===== config.mk =====
export PLATFORM = sky130hd
export DESIGN_NAME = lockdog_wdt
export DESIGN_NICKNAME = d
export VERILOG_FILES = /design/src/rtl/lockdog_pkg.sv /design/src/rtl/lockdog_tick_sync.sv /design/src/rtl/lockdog_settle.sv /design/src/rtl/lockdog_regs.sv /design/src/rtl/lockdog_core.sv /design/src/rtl/lockdog_wdt.sv
export SDC_FILE = /design/constraint.sdc
export NUM_CORES = 1
export LEC_CHECK = 0
export ABC_CLOCK_PERIOD_IN_PS = 4500
export CORE_ASPECT_RATIO = 0.75
export CORE_UTILIZATION = 45
export CTS_CLUSTER_DIAMETER = 30
export DETAILED_ROUTE_END_ITERATION = 7
export PLACE_DENSITY_LB_ADDON = 0.3
export SLEW_MARGIN = 40
export SYNTH_ARGS = -nofsm -noshare
export SYNTH_HDL_FRONTEND = slang
export SYNTH_SLANG_ARGS = --single-unit
export TNS_END_PERCENT = 10

===== constraint.sdc =====
create_clock -name clk -period 4.5 [get_ports clk]
set_input_delay 0.9 -clock clk [delete_from_list [all_inputs] [get_ports clk]]
set_output_delay 0.9 -clock clk [all_outputs]
set_load 0.03 [all_outputs]

===== src/rtl/lockdog_pkg.sv =====
package lockdog_pkg;
    localparam int KEY_W = 16;
    localparam logic [KEY_W-1:0] KEY_FEED = 16'hAAAA;
    localparam logic [KEY_W-1:0] KEY_OPEN = 16'h5555;
    localparam logic [KEY_W-1:0] KEY_ARM  = 16'hCCCC;

    typedef enum logic [1:0] {
        ST_STOPPED = 2'd0,
        ST_RUNNING = 2'd1,
        ST_FIRING  = 2'd2
    } dog_state_e;

    typedef enum logic [1:0] {
        ADDR_KEY    = 2'd0,
        ADDR_DIV    = 2'd1,
        ADDR_RELOAD = 2'd2,
        ADDR_STATUS = 2'd3
    } reg_addr_e;
endpackage


===== src/rtl/lockdog_tick_sync.sv =====
module lockdog_tick_sync #(
    parameter int STAGES = 2
) (
    input  logic clk,
    input  logic rst_n,
    input  logic slow_clk,
    output logic tick_o
);
    // STAGES synchronizer flops plus one history flop for edge detection
    logic [STAGES:0] pipe_q;

    always_ff @(posedge clk or negedge rst_n) begin
        if (!rst_n) pipe_q <= '0;
        else        pipe_q <= {pipe_q[STAGES-1:0], slow_clk};
    end

    assign tick_o = pipe_q[STAGES-1] & ~pipe_q[STAGES];
endmodule


===== src/rtl/lockdog_settle.sv =====
module lockdog_settle #(
    parameter int           W       = 3,
    parameter int           EDGES   = 2,
    parameter logic [W-1:0] RST_VAL = '0
) (
    input  logic         clk,
    input  logic         rst_n,
    input  logic         clear_i,
    input  logic         tick_i,
    input  logic         wr_req_i,
    input  logic [W-1:0] wr_val_i,
    output logic [W-1:0] vis_o,
    output logic [W-1:0] act_o,
    output logic         busy_o
);
    localparam int EW = $clog2(EDGES + 1);

    logic [EW-1:0] edge_q;
    logic [W-1:0]  vis_q, act_q;
    logic          busy_q;

    always_ff @(posedge clk or negedge rst_n) begin
        if (!rst_n) begin
            vis_q  <= RST_VAL;
            act_q  <= RST_VAL;
            busy_q <= 1'b0;
            edge_q <= '0;
        end else if (clear_i) begin
            vis_q  <= RST_VAL;
            act_q  <= RST_VAL;
            busy_q <= 1'b0;
            edge_q <= '0;
        end else if (wr_req_i && !busy_q) begin
            vis_q  <= wr_val_i;
            busy_q <= 1'b1;
            edge_q <= '0;
        end else if (busy_q && tick_i) begin
            if (edge_q == EW'(EDGES - 1)) begin
                busy_q <= 1'b0;
                act_q  <= vis_q;
                edge_q <= '0;
            end else begin
                edge_q <= edge_q + 1'b1;
            end
        end
    end

    assign vis_o  = vis_q;
    assign act_o  = act_q;
    assign busy_o = busy_q;
endmodule


===== src/rtl/lockdog_regs.sv =====
module lockdog_regs
    import lockdog_pkg::*;
#(
    parameter int DATA_W       = 16,
    parameter int CNT_W        = 12,
    parameter int DIV_W        = 3,
    parameter int SETTLE_EDGES = 2
) (
    input  logic              clk,
    input  logic              rst_n,
    input  logic              clear_i,
    input  logic              tick_i,
    input  logic              bus_sel_i,
    input  logic              bus_wr_i,
    input  logic [1:0]        bus_addr_i,
    input  logic [DATA_W-1:0] bus_wdata_i,
    output logic [DATA_W-1:0] bus_rdata_o,
    output logic              feed_o,
    output logic              arm_o,
    output logic              unlock_o,
    output logic              wr_div_o,
    output logic              wr_rel_o,
    output logic [DIV_W-1:0]  div_vis_o,
    output logic [DIV_W-1:0]  div_act_o,
    output logic              div_busy_o,
    output logic [CNT_W-1:0]  rel_vis_o,
    output logic [CNT_W-1:0]  rel_act_o,
    output logic              rel_busy_o
);
    logic             bus_write;
    logic             key_wr;
    logic [KEY_W-1:0] key_val;
    logic             unlock_q;

    assign bus_write = bus_sel_i && bus_wr_i;
    assign key_val   = bus_wdata_i[KEY_W-1:0];
    assign key_wr    = bus_write && (bus_addr_i == 2'(ADDR_KEY));
    assign wr_div_o  = bus_write && (bus_addr_i == 2'(ADDR_DIV));
    assign wr_rel_o  = bus_write && (bus_addr_i == 2'(ADDR_RELOAD));
    assign feed_o    = key_wr && (key_val == KEY_FEED);
    assign arm_o     = key_wr && (key_val == KEY_ARM);

    // Every key write decides the lock: only the open key leaves it open
    always_ff @(posedge clk or negedge rst_n) begin
        if (!rst_n)       unlock_q <= 1'b0;
        else if (clear_i) unlock_q <= 1'b0;
        else if (key_wr)  unlock_q <= (key_val == KEY_OPEN);
    end
    assign unlock_o = unlock_q;

    lockdog_settle #(
        .W(DIV_W), .EDGES(SETTLE_EDGES), .RST_VAL('0)
    ) u_div (
        .clk(clk), .rst_n(rst_n), .clear_i(clear_i), .tick_i(tick_i),
        .wr_req_i(wr_div_o && unlock_q), .wr_val_i(bus_wdata_i[DIV_W-1:0]),
        .vis_o(div_vis_o), .act_o(div_act_o), .busy_o(div_busy_o)
    );

    lockdog_settle #(
        .W(CNT_W), .EDGES(SETTLE_EDGES), .RST_VAL('1)
    ) u_rel (
        .clk(clk), .rst_n(rst_n), .clear_i(clear_i), .tick_i(tick_i),
        .wr_req_i(wr_rel_o && unlock_q), .wr_val_i(bus_wdata_i[CNT_W-1:0]),
        .vis_o(rel_vis_o), .act_o(rel_act_o), .busy_o(rel_busy_o)
    );

    always_comb begin
        bus_rdata_o = '0;
        if (bus_sel_i) begin
            unique case (bus_addr_i)
                2'(ADDR_DIV):    bus_rdata_o[DIV_W-1:0] = div_vis_o;
                2'(ADDR_RELOAD): bus_rdata_o[CNT_W-1:0] = rel_vis_o;
                2'(ADDR_STATUS): bus_rdata_o[1:0]       = {rel_busy_o, div_busy_o};
                default:         bus_rdata_o            = '0;
            endcase
        end
    end
endmodule


===== src/rtl/lockdog_core.sv =====
module lockdog_core
    import lockdog_pkg::*;
#(
    parameter int CNT_W       = 12,
    parameter int DIV_W       = 3,
    parameter int MIN_LOG     = 2,
    parameter int MAX_LOG     = 8,
    parameter int PULSE_TICKS = 4
) (
    input  logic             clk,
    input  logic             rst_n,
    input  logic             tick_i,
    input  logic             feed_i,
    input  logic             arm_i,
    input  logic [DIV_W-1:0] div_code_i,
    input  logic [CNT_W-1:0] reload_i,
    output dog_state_e       state_o,
    output logic [CNT_W-1:0] cnt_o,
    output logic             rst_pulse_o,
    output logic             clear_o
);
    localparam int PRE_W = MAX_LOG;
    localparam int PW    = $clog2(PULSE_TICKS + 1);

    dog_state_e       state_q, state_d;
    logic [PRE_W-1:0] pre_q;
    logic [CNT_W-1:0] cnt_q;
    logic [PW-1:0]    pulse_q;
    logic [PRE_W-1:0] pre_last;
    logic             pre_wrap, expire, release_now;

    function automatic logic [PRE_W-1:0] div_last(input logic [DIV_W-1:0] code);
        int sh;
        sh = int'(code) + MIN_LOG;
        if (sh > MAX_LOG) sh = MAX_LOG;
        return PRE_W'((1 << sh) - 1);
    endfunction

    assign pre_last    = div_last(div_code_i);
    assign pre_wrap    = tick_i && (pre_q == pre_last);
    assign expire      = !feed_i && ((tick_i && cnt_q == '0) ||
                                     (pre_wrap && cnt_q == CNT_W'(1)));
    assign release_now = tick_i && (pulse_q == PW'(PULSE_TICKS - 1));

    // State register
    always_ff @(posedge clk or negedge rst_n) begin
        if (!rst_n) state_q <= ST_STOPPED;
        else        state_q <= state_d;
    end

    // Transitions: arm, expire, release
    always_comb begin
        state_d = state_q;
        unique case (state_q)
            ST_STOPPED: if (arm_i)       state_d = ST_RUNNING;
            ST_RUNNING: if (expire)      state_d = ST_FIRING;
            ST_FIRING:  if (release_now) state_d = ST_STOPPED;
            default:                     state_d = ST_STOPPED;
        endcase
    end

    // Prescaler, counter and pulse-length datapath
    always_ff @(posedge clk or negedge rst_n) begin
        if (!rst_n) begin
            pre_q   <= '0;
            cnt_q   <= '1;
            pulse_q <= '0;
        end else begin
            unique case (state_q)
                ST_STOPPED: begin
                    if (feed_i) cnt_q <= reload_i;
                    pre_q   <= '0;
                    pulse_q <= '0;
                end
                ST_RUNNING: begin
                    pulse_q <= '0;
                    if (feed_i) begin
                        cnt_q <= reload_i;
                        pre_q <= '0;
                    end else if (pre_wrap) begin
                        pre_q <= '0;
                        if (cnt_q != '0) cnt_q <= cnt_q - 1'b1;
                    end else if (tick_i) begin
                        pre_q <= pre_q + 1'b1;
                    end
                end
                ST_FIRING: begin
                    if (release_now) begin
                        cnt_q   <= '1;
                        pre_q   <= '0;
                        pulse_q <= '0;
                    end else if (tick_i) begin
                        pulse_q <= pulse_q + 1'b1;
                    end
                end
                default: begin
                    pre_q   <= '0;
                    cnt_q   <= '1;
                    pulse_q <= '0;
                end
            endcase
        end
    end

    // Outputs
    always_comb begin
        state_o     = state_q;
        cnt_o       = cnt_q;
        rst_pulse_o = (state_q == ST_FIRING);
        clear_o     = (state_q == ST_FIRING) && release_now;
    end
endmodule


===== src/rtl/lockdog_wdt.sv =====
module lockdog_wdt
    import lockdog_pkg::*;
#(
    parameter int DATA_W       = 16,
    parameter int CNT_W        = 12,
    parameter int DIV_W        = 3,
    parameter int SYNC_STAGES  = 2,
    parameter int SETTLE_EDGES = 2,
    parameter int PULSE_TICKS  = 4
) (
    input  logic              clk,
    input  logic              rst_n,
    input  logic              wdg_clk,
    input  logic              bus_sel,
    input  logic              bus_wr,
    input  logic [1:0]        bus_addr,
    input  logic [DATA_W-1:0] bus_wdata,
    output logic [DATA_W-1:0] bus_rdata,
    output logic              wdg_rst_o
);
    logic             tick;
    logic             feed, arm, unlock, wr_div, wr_rel, clear;
    logic [DIV_W-1:0] div_vis, div_act;
    logic [CNT_W-1:0] rel_vis, rel_act, core_cnt;
    logic             div_busy, rel_busy;
    dog_state_e       core_state;

    lockdog_tick_sync #(.STAGES(SYNC_STAGES)) u_sync (
        .clk(clk), .rst_n(rst_n), .slow_clk(wdg_clk), .tick_o(tick)
    );

    lockdog_regs #(
        .DATA_W(DATA_W), .CNT_W(CNT_W), .DIV_W(DIV_W), .SETTLE_EDGES(SETTLE_EDGES)
    ) u_regs (
        .clk(clk), .rst_n(rst_n), .clear_i(clear), .tick_i(tick),
        .bus_sel_i(bus_sel), .bus_wr_i(bus_wr), .bus_addr_i(bus_addr),
        .bus_wdata_i(bus_wdata), .bus_rdata_o(bus_rdata),
        .feed_o(feed), .arm_o(arm), .unlock_o(unlock),
        .wr_div_o(wr_div), .wr_rel_o(wr_rel),
        .div_vis_o(div_vis), .div_act_o(div_act), .div_busy_o(div_busy),
        .rel_vis_o(rel_vis), .rel_act_o(rel_act), .rel_busy_o(rel_busy)
    );

    lockdog_core #(
        .CNT_W(CNT_W), .DIV_W(DIV_W), .PULSE_TICKS(PULSE_TICKS)
    ) u_core (
        .clk(clk), .rst_n(rst_n), .tick_i(tick), .feed_i(feed), .arm_i(arm),
        .div_code_i(div_act), .reload_i(rel_act),
        .state_o(core_state), .cnt_o(core_cnt),
        .rst_pulse_o(wdg_rst_o), .clear_o(clear)
    );
endmodule


==> results of run 1 <==
==> metrics by stage <==
stage | utilization | std cells | instance area, µm² | total power [W] | hold slack (ns)
3_5_place_dp | 0.524 | 535 | 4220 | 0.00140 | 0.335
6_report | 0.563 | 551 | 4540 | 0.00211 | 0.347
3_3_place_gp | 0.523 | 535 | 4220 | 0.00138 | 0.334
5_1_grt | 0.563 | 551 | 4540 | 0.00223 | 0.361
2_1_floorplan | - | 418 | 3840 | 0.00124 | 0.331
4_1_cts | 0.563 | 551 | 4530 | 0.00212 | 0.347
==> cell usage after synthesis, types with 2 or more instances <==
cell	count
sky130_fd_sc_hd__nand3b_1	2
sky130_fd_sc_hd__a41o_1	2
sky130_fd_sc_hd__nor4bb_1	8
sky130_fd_sc_hd__inv_1	14
sky130_fd_sc_hd__nor3_1	14
sky130_fd_sc_hd__a222oi_1	2
sky130_fd_sc_hd__nand4_1	9
sky130_fd_sc_hd__o21a_1	3
sky130_fd_sc_hd__o21bai_1	2
sky130_fd_sc_hd__nor2b_1	7
sky130_fd_sc_hd__a31o_2	2
sky130_fd_sc_hd__mux2i_1	4
sky130_fd_sc_hd__nand3_1	26
sky130_fd_sc_hd__o22a_1	13
sky130_fd_sc_hd__nor3b_1	2
sky130_fd_sc_hd__a21oi_1	13
sky130_fd_sc_hd__a31oi_1	21
sky130_fd_sc_hd__buf_2	2
sky130_fd_sc_hd__buf_4	4
sky130_fd_sc_hd__nand2_1	52
sky130_fd_sc_hd__ha_1	15
sky130_fd_sc_hd__o31ai_1	2
sky130_fd_sc_hd__xor2_1	6
sky130_fd_sc_hd__dfrtp_1	29
sky130_fd_sc_hd__or4_4	2
sky130_fd_sc_hd__xnor2_1	9
sky130_fd_sc_hd__or4b_1	3
sky130_fd_sc_hd__and3_1	14
sky130_fd_sc_hd__o21ai_0	16
sky130_fd_sc_hd__clkbuf_1	18
sky130_fd_sc_hd__nor4_1	3
sky130_fd_sc_hd__nand2b_1	8
sky130_fd_sc_hd__nor2_1	27
sky130_fd_sc_hd__dfstp_2	36
sky130_fd_sc_hd__o21ai_1	2
sky130_fd_sc_hd__or3_1	3
sky130_fd_sc_hd__o311ai_0	2
==> area by class of cell <==
class                   instances  area share
clock buffers                  12      0.0568
multi-input cells             314       0.443
repair buffers                 37      0.0794
clock inverters                 4      0.0113
well taps                     105      0.0290
flip-flops and latches         65       0.369
inverters                      14      0.0116
==> layer usage <==
layer  global-route usage  routed length, µm  vias up
li1                     -                  -     1558
met1                0.336               4700     1556
met2                0.313               3690      121
met3               0.0611                538       10
met4               0.0581                 89        0
met5                    0                  0        -
==> worst max-delay path, delay by kind of cell <==
family	cells	cell delay, ns
AO/OA/AOI/OAI	1	0.37
AND/OR/NAND/NOR	1	0.09
buffers and inverters	3	1.20
adder cells (fa/ha/maj)	1	0.33
==> where the power goes <==
part | internal (W) | switching, W
registers | 0.000786 | 0.000135
clock network | 0.000462 | 0.000246
logic | 0.000219 | 0.000262
total | 0.00147 | 0.000643
==> final timing paths <==
check	from	to	slack [ns]	cells after the start
min in group asynchronous	rst_n	u_core.pre_q[7]	0.55	1
setup reg to reg	u_regs.u_div.act_o[1]	u_core.state_o[0]	1.02	11
max in group asynchronous	rst_n	u_regs.u_rel.act_o[4]	3.01	2
hold / removal	u_sync.pipe_q[0]	u_sync.pipe_q[1]	0.35	0
hold reg to reg	u_sync.pipe_q[0]	u_sync.pipe_q[1]	0.35	0
setup / recovery	bus_addr[0]	bus_rdata[1]	0.72	6
==> kinds of logic after synthesis <==
| family | share of synthesized area |
|---|---|
| AO/OA/AOI/OAI | 0.159 |
| XOR/XNOR | 0.0402 |
| adder cells (fa/ha/maj) | 0.0491 |
| buffers and inverters | 0.0448 |
| flip-flops | 0.437 |
| multiplexers | 0.0144 |
| other | 0.000980 |
| AND/OR/NAND/NOR | 0.254 |
==> registers in the layout, indices dropped and copies added, names as in the netlist, 3 cells and up <==
signal	cells
u_regs.u_div.act_o	3
u_regs.u_rel.act_o	12
u_core.pulse_q	3
u_regs.u_div.vis_o	3
u_sync.pipe_q	3
u_regs.u_rel.vis_o	12
u_core.cnt_o	12
u_core.pre_q	8
==> cells in the final DEF (no fill, tap or decap), types with 6 or more instances in the layout <==
cell type / synthesis / routed
sky130_fd_sc_hd__dfstp_2: 36 / 36
sky130_fd_sc_hd__nand3_1: 26 / 26
sky130_fd_sc_hd__inv_1: 14 / 14
sky130_fd_sc_hd__and3_1: 14 / 14
sky130_fd_sc_hd__clkbuf_16: 0 / 10
sky130_fd_sc_hd__dfrtp_1: 29 / 29
sky130_fd_sc_hd__nor2b_1: 7 / 6
sky130_fd_sc_hd__a21oi_1: 13 / 13
sky130_fd_sc_hd__clkdlybuf4s50_1: 0 / 34
sky130_fd_sc_hd__ha_1: 15 / 15
sky130_fd_sc_hd__a31oi_1: 21 / 21
sky130_fd_sc_hd__nor4bb_1: 8 / 8
sky130_fd_sc_hd__o21ai_0: 16 / 16
sky130_fd_sc_hd__nand2b_1: 8 / 8
sky130_fd_sc_hd__nor2_1: 27 / 27
sky130_fd_sc_hd__xor2_1: 6 / 6
sky130_fd_sc_hd__nand2_1: 52 / 52
sky130_fd_sc_hd__nand4_1: 9 / 9
sky130_fd_sc_hd__xnor2_1: 9 / 9
sky130_fd_sc_hd__o22a_1: 13 / 13
sky130_fd_sc_hd__nor3_1: 14 / 14
==> results, run 1 <==
- The flow ran to the end, and the final reports show no timing, DRC or antenna violations.
- The sum of negative setup slack is 0 ns.
- The clock-pin slew on the worst setup and hold paths is 0.06 ns.
- In the final layout, the multi-input gates occupy 0.00201 mm².
- The average via count per standard cell is 5.89.
- The worst setup slack after layout is slightly above 0.7 ns.
- The clock tree root buffer cell is sky130_fd_sc_hd__clkbuf_16.
- The effective utilization at floorplan is 0.475.
- The number of setup violations in the final report is 0.
- The critical path is of the primary input to output pin type.
- The HPWL after detailed placement is 6360 µm.
- Clock latency on the worst-skew pair, taken at its later pin, is 0.33 ns.
- After floorplanning, the core was divided into 28 placement rows.
- The number of cells upsized or downsized after cts is 0.
- The final setup skew is 0.00621 ns.
- In the final design database the tool counted 479 nets.
- Headroom to the max-slew limit came out at 0.475.
- Of the cells placed in the final design, the portion with a size suffix greater than 1 is 0.143.
- The chip height is 81.8 µm.
- The critical path's most frequent cell is sky130_fd_sc_hd__clkdlybuf4s50_1.
- No sink is reached through more buffers than the 2 on the longest clock path.
- For this run, the number of Yosys warnings is 0.
- Across the run, the number of max-cap violations was 0.
- Across the whole layout, storage elements account for 0.00167 mm².
- The critical path launch point type is a primary input.
- The count of flip-flops with a built-in enable after synthesis is 0.
- The maximum operating frequency is 265 MHz.
- The maximum vdd ir drop is around 0.23 mV.
- Summed over all layers, the global routing overflow is 0.
- The first global-routing pass estimated 15200 µm of wire.
- The count of antenna-violating nets left after detailed routing is 0.
- Yosys mapped the design onto 55 distinct sky130hd cell types.
- For the pin with the worst max-slew slack, the measured transition is around 0.8 ns.
- The number of buffers added to fix hold violations after cts is 0.
- The total number of clock tree sinks is 65.
- The leakage power summed over all cells is roughly 1.9 nW.
- Traced cell by cell, the critical path runs through clkdlybuf4s50_1 -> inv_1 -> ha_1 -> a222oi_1 -> nor2_1 -> clkdlybuf4s50_1.
- Post-CTS timing repair inserted 0 buffers for setup.
- The antenna cell count is 0.
- The synthesized area divided by synthesized cell count is 9.22 µm².
- The detail-routed net length per standard cell is 16.4 µm.
- The synthesized cell area is 0.00382 mm².
- After the first detailed-routing iteration, the DRC count stood at 208.
- Prior to clock tree synthesis, the placed netlist has a worst setup slack of 0.719 ns.
- The areal power density over the cells is 465 mW/mm².
- The kind of end point of the critical path is an output pin.
- The total global routing track utilization is 0.224.
- For this run, asynchronously set or reset flops after synthesis account for 1.00.
- The biggest cell delay along the critical path is roughly 0.6 ns.
- The final routed wirelength across all metal layers is 9020 µm.
- TritonCTS built the clock tree.
- By area the synthesized netlist is led by sky130_fd_sc_hd__dfstp_2 25%, sky130_fd_sc_hd__dfrtp_1 19%, sky130_fd_sc_hd__nand2_1 5.1%.
- The x dimension of the die is approximately 110 µm.
- After detailed routing, the number of remaining DRC violations is 0.
- In this run, synthesis produced a sequential element count of between 60 and 70.
- Relative to the synthesized area, the layout overhead comes to 18.6%.
- The clock tree synthesis step divided the H-tree into 3 levels.
- For this run, the leading register cell type out of synthesis is sky130_fd_sc_hd__dfstp_2.
- The floorplan core area is 0.00806 mm².
- The maximum number of pins on one net before global-route repair is 45.
- The top cell type's share of synthesized area is 0.247.
- At the end of routability-driven placement, the weighted congestion stood at 0.803.
- The die covers 0.00888 mm².
- At the worst endpoint, the required time is roughly 3.6 ns.
- The fill cell total of the finished layout is 708.
- The share of the Yosys chip area taken by registers is 0.437.
- The slowest library cell on the worst path is sky130_fd_sc_hd__clkdlybuf4s50_1.
- The first detailed-routing pass ran for 5 iterations.
- Data on the critical path arrives at its endpoint at ~2.9 ns.
- The largest area contributor in the netlist is sky130_fd_sc_hd__dfstp_2.
- After technology mapping, the gate count stands at 415.
- The max-slew violation total from the final report is 0.
- The number of buffers inserted during clock tree synthesis is 9.
- The final critical path time including I/O delays and setup is 3.78 ns.
- The initial antenna violation count came to 0.
- The share of the clock period used by the worst path after layout is 0.840.
- The number of global-route vias before repair is 3002.
- The hold violation total from the final report is 0.
- Setup repair after global routing left no endpoint under its margin.
- The maximum fanout along the worst path is 13.
- For this block, the via count after detailed routing is about 3200.
- The number of port buffers is 35.
- 40 I/O pins were placed.
- The min-delay analysis places its worst path in the category flip-flop to flip-flop.
Power figures use the tool's default switching activity.
==> inputs of run 2 (changes only) <==
Settings changed: ABC_CLOCK_PERIOD_IN_PS 4500 to 3200.
Clock period 4.5 ns to 3.2 ns, I/O delays scaled along.
==> results, run 2 (synthesis gave the netlist of run 1 again) <==
- The detail-routed net length per standard cell is 16.5 µm (was 16.4 µm).
- The number of rows created at floorplan is 28 (unchanged).
- Top library cells by usage in the layout, fill and taps aside: 52 x sky130_fd_sc_hd__nand2_1, 36 x sky130_fd_sc_hd__dfstp_2, 32 x sky130_fd_sc_hd__clkdlybuf4s50_1 (was 52 x sky130_fd_sc_hd__nand2_1, 36 x sky130_fd_sc_hd__dfstp_2, 34 x sky130_fd_sc_hd__clkdlybuf4s50_1).
- The count of cells along the worst register-to-register path is 11 (unchanged).
- The last weighted congestion value of the routability-driven placer is 0.797 (was 0.803).
- The slowest library cell on the worst path is sky130_fd_sc_hd__clkdlybuf4s50_1 (unchanged).
- The max-slew violation total from the final report is 0 (unchanged).
- The setup slack of the worst register-to-register path is 0.22 ns (was 1.02 ns).
- The critical path's most frequent cell is sky130_fd_sc_hd__clkdlybuf4s50_1 (unchanged).
- Run status: complete, no violations (unchanged).
- The CTS tree is done (unchanged).
- The critical path start-end classification is primary input to output pin (unchanged).
- The chip height came to 81.8 µm (unchanged).
- The worst-case clock buffer depth was 2 (unchanged).
- Based on the critical path, the design can be clocked at up to 323 MHz.
- Cell chain of the critical path: clkdlybuf4s50_1 -> inv_1 -> ha_1 -> buf_4 -> and3_1 -> clkdlybuf4s50_1 (was clkdlybuf4s50_1 -> inv_1 -> ha_1 -> a222oi_1 -> nor2_1 -> clkdlybuf4s50_1).
- The combined buffer and inverter count along the critical path came to 4 (was 3).
- The x dimension of the die is 108 µm (unchanged).
- The family with the most delay on the worst path was buffers and inverters (unchanged).
- The maximum vdd ir drop came to 0.419 mV (was 0.235 mV).
- The slew of the pin with the lowest slew margin was 0.576 ns (was 0.782 ns).
- The initial antenna violation count is 0 (unchanged).
- The relative area change from synthesis to final layout is 21.9% (was 18.6%).
- The smallest clock period supported by the final layout is computed as slightly above 3 ns.
- The biggest cell delay along the critical path was 0.67 ns (was 0.60 ns).
- The number of buffers added to fix hold violations after cts was 0 (unchanged).
- The number of top-level pins is 40 (unchanged).
- The number of buffers inserted during clock tree synthesis is 9 (unchanged).
- The final setup skew came to 0.00727 ns (was 0.00621 ns).
- The maximum number of pins on one net before global-route repair is 40 (was 45).
- The data required time of the worst path came to 2.56 ns (was 3.60 ns).
- The number of global-route vias before repair is 3196 (was 3002).
- The critical register-to-register path endpoint is u_core.state_o[0] (unchanged).
- The final routed wirelength across all metal layers is 9340 µm (was 9020 µm).
- The cell count after placement is 550 (was 535).
- The total iterations of the first detailed-routing run is 4 (was 5).
- The maximum fanout along the worst path came to 9 (was 13).
- The initial DRC count is 185 (was 208).
- The sum of negative setup slack came to 0 ns (unchanged).
- The effective utilization at floorplan came to 0.475 (unchanged).
- The global-route congestion overflow total is 0 (unchanged).
- The commonest non-fill, non-tap cell in the layout is sky130_fd_sc_hd__nand2_1 (unchanged).
- The clock tree root buffer cell is sky130_fd_sc_hd__clkbuf_16 (unchanged).
- The clock network latency to the later pin of the worst-skew pair is 0.33 ns (about the same).
- Setup repair after global routing missed its margin: false (unchanged).
- The clock-pin slew on the worst setup and hold paths was 0.06 ns (about the same).
- The start of the worst register-to-register path is u_regs.u_div.act_o[1] (unchanged).
- The critical path arrival was 2.46 ns (was 2.88 ns).
- The count of antenna-violating nets left after detailed routing came to 0 (unchanged).
- The logic depth of the worst path, buffers included is 6 (unchanged).
- The floorplan core area is 0.00806 mm² (unchanged).
- The number of setup violations in the final report is 0 (unchanged).
- The overall power of the completed layout is 0.00305 W (was 0.00211 W).
- Of the available clock period, the critical path in the final layout requires 0.969.
- The first-pass GRT wire length is 16000 µm (was 15200 µm).
- The kind of end point of the critical path is an output pin (unchanged).
- The total non-filler cell area in the finished layout is 0.00466 mm² (was 0.00454 mm²).
- The areal power density over the cells is 653 mW/mm² (was 465 mW/mm²).
- The total half-perimeter wirelength after legalization and detailed placement was 6780 µm (was 6360 µm).
- The total global routing track utilization came to 0.237 (was 0.224).
- The average via count per standard cell is 5.71 (was 5.89).
- The worst slew margin relative to its limit is 0.613 (was 0.475).
- The DRC violations left came to 0 (unchanged).
- The number of H-tree levels is 3 (unchanged).
- The type of the worst min-delay path is primary input to asynchronous set/reset pin (was flip-flop to flip-flop).
- The antenna cell count was 0 (unchanged).
- The post-detailed-placement cell area is 0.00433 mm² (was 0.00422 mm²).
- The reported max-cap violation count was 0 (unchanged).
- The die area is 0.00888 mm² (unchanged).
- The layout net count is 494 (was 479).
- The source of the critical timing path is bus_addr[0] (unchanged).
- The fill cell total of the finished layout came to 712 (was 708).
- The number of standard cells in the final layout excluding fillers came to 566 (was 551).
- The critical path launch point type is a primary input (unchanged).
- The number of port buffers is 35 (unchanged).
- The layout cell share with drive strength beyond 1 came to 0.169 (was 0.143).
- The leakage power summed over all cells is 1.98 nW (was 1.85 nW).
- The endpoint of the worst setup timing path is bus_rdata[8] (was bus_rdata[1]).
- The total number of clock tree sinks is 65 (unchanged).
- The total vias in the final route is 3231 (was 3245).
- The hold violation total from the final report was 0 (unchanged).
[run 2: changes by cell type in the layout (fill, tap and decap cells not counted)]
cell	before	now
sky130_fd_sc_hd__buf_4	2	18
sky130_fd_sc_hd__clkbuf_8	0	3
sky130_fd_sc_hd__clkdlybuf4s50_1	34	32
sky130_fd_sc_hd__dlymetal6s2s_1	0	2
sky130_fd_sc_hd__buf_2	1	0
sky130_fd_sc_hd__clkinv_2	1	0
sky130_fd_sc_hd__clkinv_4	1	0
sky130_fd_sc_hd__clkinvlp_4	1	0
sky130_fd_sc_hd__nor2b_1	6	7
sky130_fd_sc_hd__nor2b_2	1	0
sky130_fd_sc_hd__nor4_2	0	1
sky130_fd_sc_hd__nor4_4	1	0
[run 2: final cells by class]
class / instances / area [µm²] / area share
Timing Repair Buffer: 52 / 480 / 0.103
Inverter: 14 / 52.6 / 0.0113
Clock buffer: 15 / 299 / 0.0641
Multi-Input combinational cell: 314 / 2000 / 0.429
Tap cell: 105 / 131 / 0.0282
Sequential cell: 65 / 1670 / 0.358
Clock inverter: 1 / 30.0 / 0.00644
[run 2: worst reg2reg max path: stages, from the launching register on]
cell and delay, ns:
sky130_fd_sc_hd__dfrtp_1 0.43, sky130_fd_sc_hd__inv_1 0.07, sky130_fd_sc_hd__ha_1 0.31, sky130_fd_sc_hd__nor3_1 0.18
sky130_fd_sc_hd__nand3_1 0.11, sky130_fd_sc_hd__ha_1 0.22, sky130_fd_sc_hd__nor2_1 0.10, sky130_fd_sc_hd__nor3_1 0.07
sky130_fd_sc_hd__xnor3_1 0.35, sky130_fd_sc_hd__or4b_1 0.56, sky130_fd_sc_hd__o221a_2 0.33, sky130_fd_sc_hd__o21bai_1 0.15
[run 2: timing repair]
action,in CTS,in global routing
endpoints found under the hold margin,0,0
endpoints found under the setup margin,0,2
setup buffers,0,0
gates resized for setup,0,2
[run 2: worst min-delay path by stage]
stage                                start               end  slack, ns  depth (start not counted)
after floorplan           u_sync.pipe_q[0]  u_sync.pipe_q[1]       0.33                          0
after global placement    u_sync.pipe_q[0]  u_sync.pipe_q[1]       0.33                          0
after detailed placement  u_sync.pipe_q[0]  u_sync.pipe_q[1]       0.35                          0
after CTS                            rst_n   u_core.pre_q[1]       0.29                          1
after global routing                 rst_n   u_core.pre_q[6]       0.32                          1
final                                rst_n   u_core.pre_q[4]       0.29                          1
[run 2: metal layers]
layer	vias to the layer above	part of all wire	GRT usage
met5	-	0	0
met4	0	0.0046	0.0446
met3	6	0.058	0.0675
met2	96	0.42	0.349
met1	1538	0.51	0.345
li1	1591	-	-
[run 2: power by group]
part | internal (W) | switching, W | leakage, nW
combinational | 0.000326 | 0.000367 | 1.05
sequential | 0.00111 | 0.000196 | 0.763
clock | 0.000714 | 0.000338 | 0.161
total | 0.00215 | 0.000901 | 1.98
[run 2: per-stage QoR]
step           utilization  hold WS (ns)  setup WS, ns
2_1_floorplan            -         0.331        0.0113
3_3_place_gp         0.537         0.334        0.0871
3_5_place_dp         0.537         0.346        0.0124
4_1_cts              0.578         0.292       0.00344
5_1_grt              0.579         0.319       0.00839
6_report             0.579         0.290        0.0998
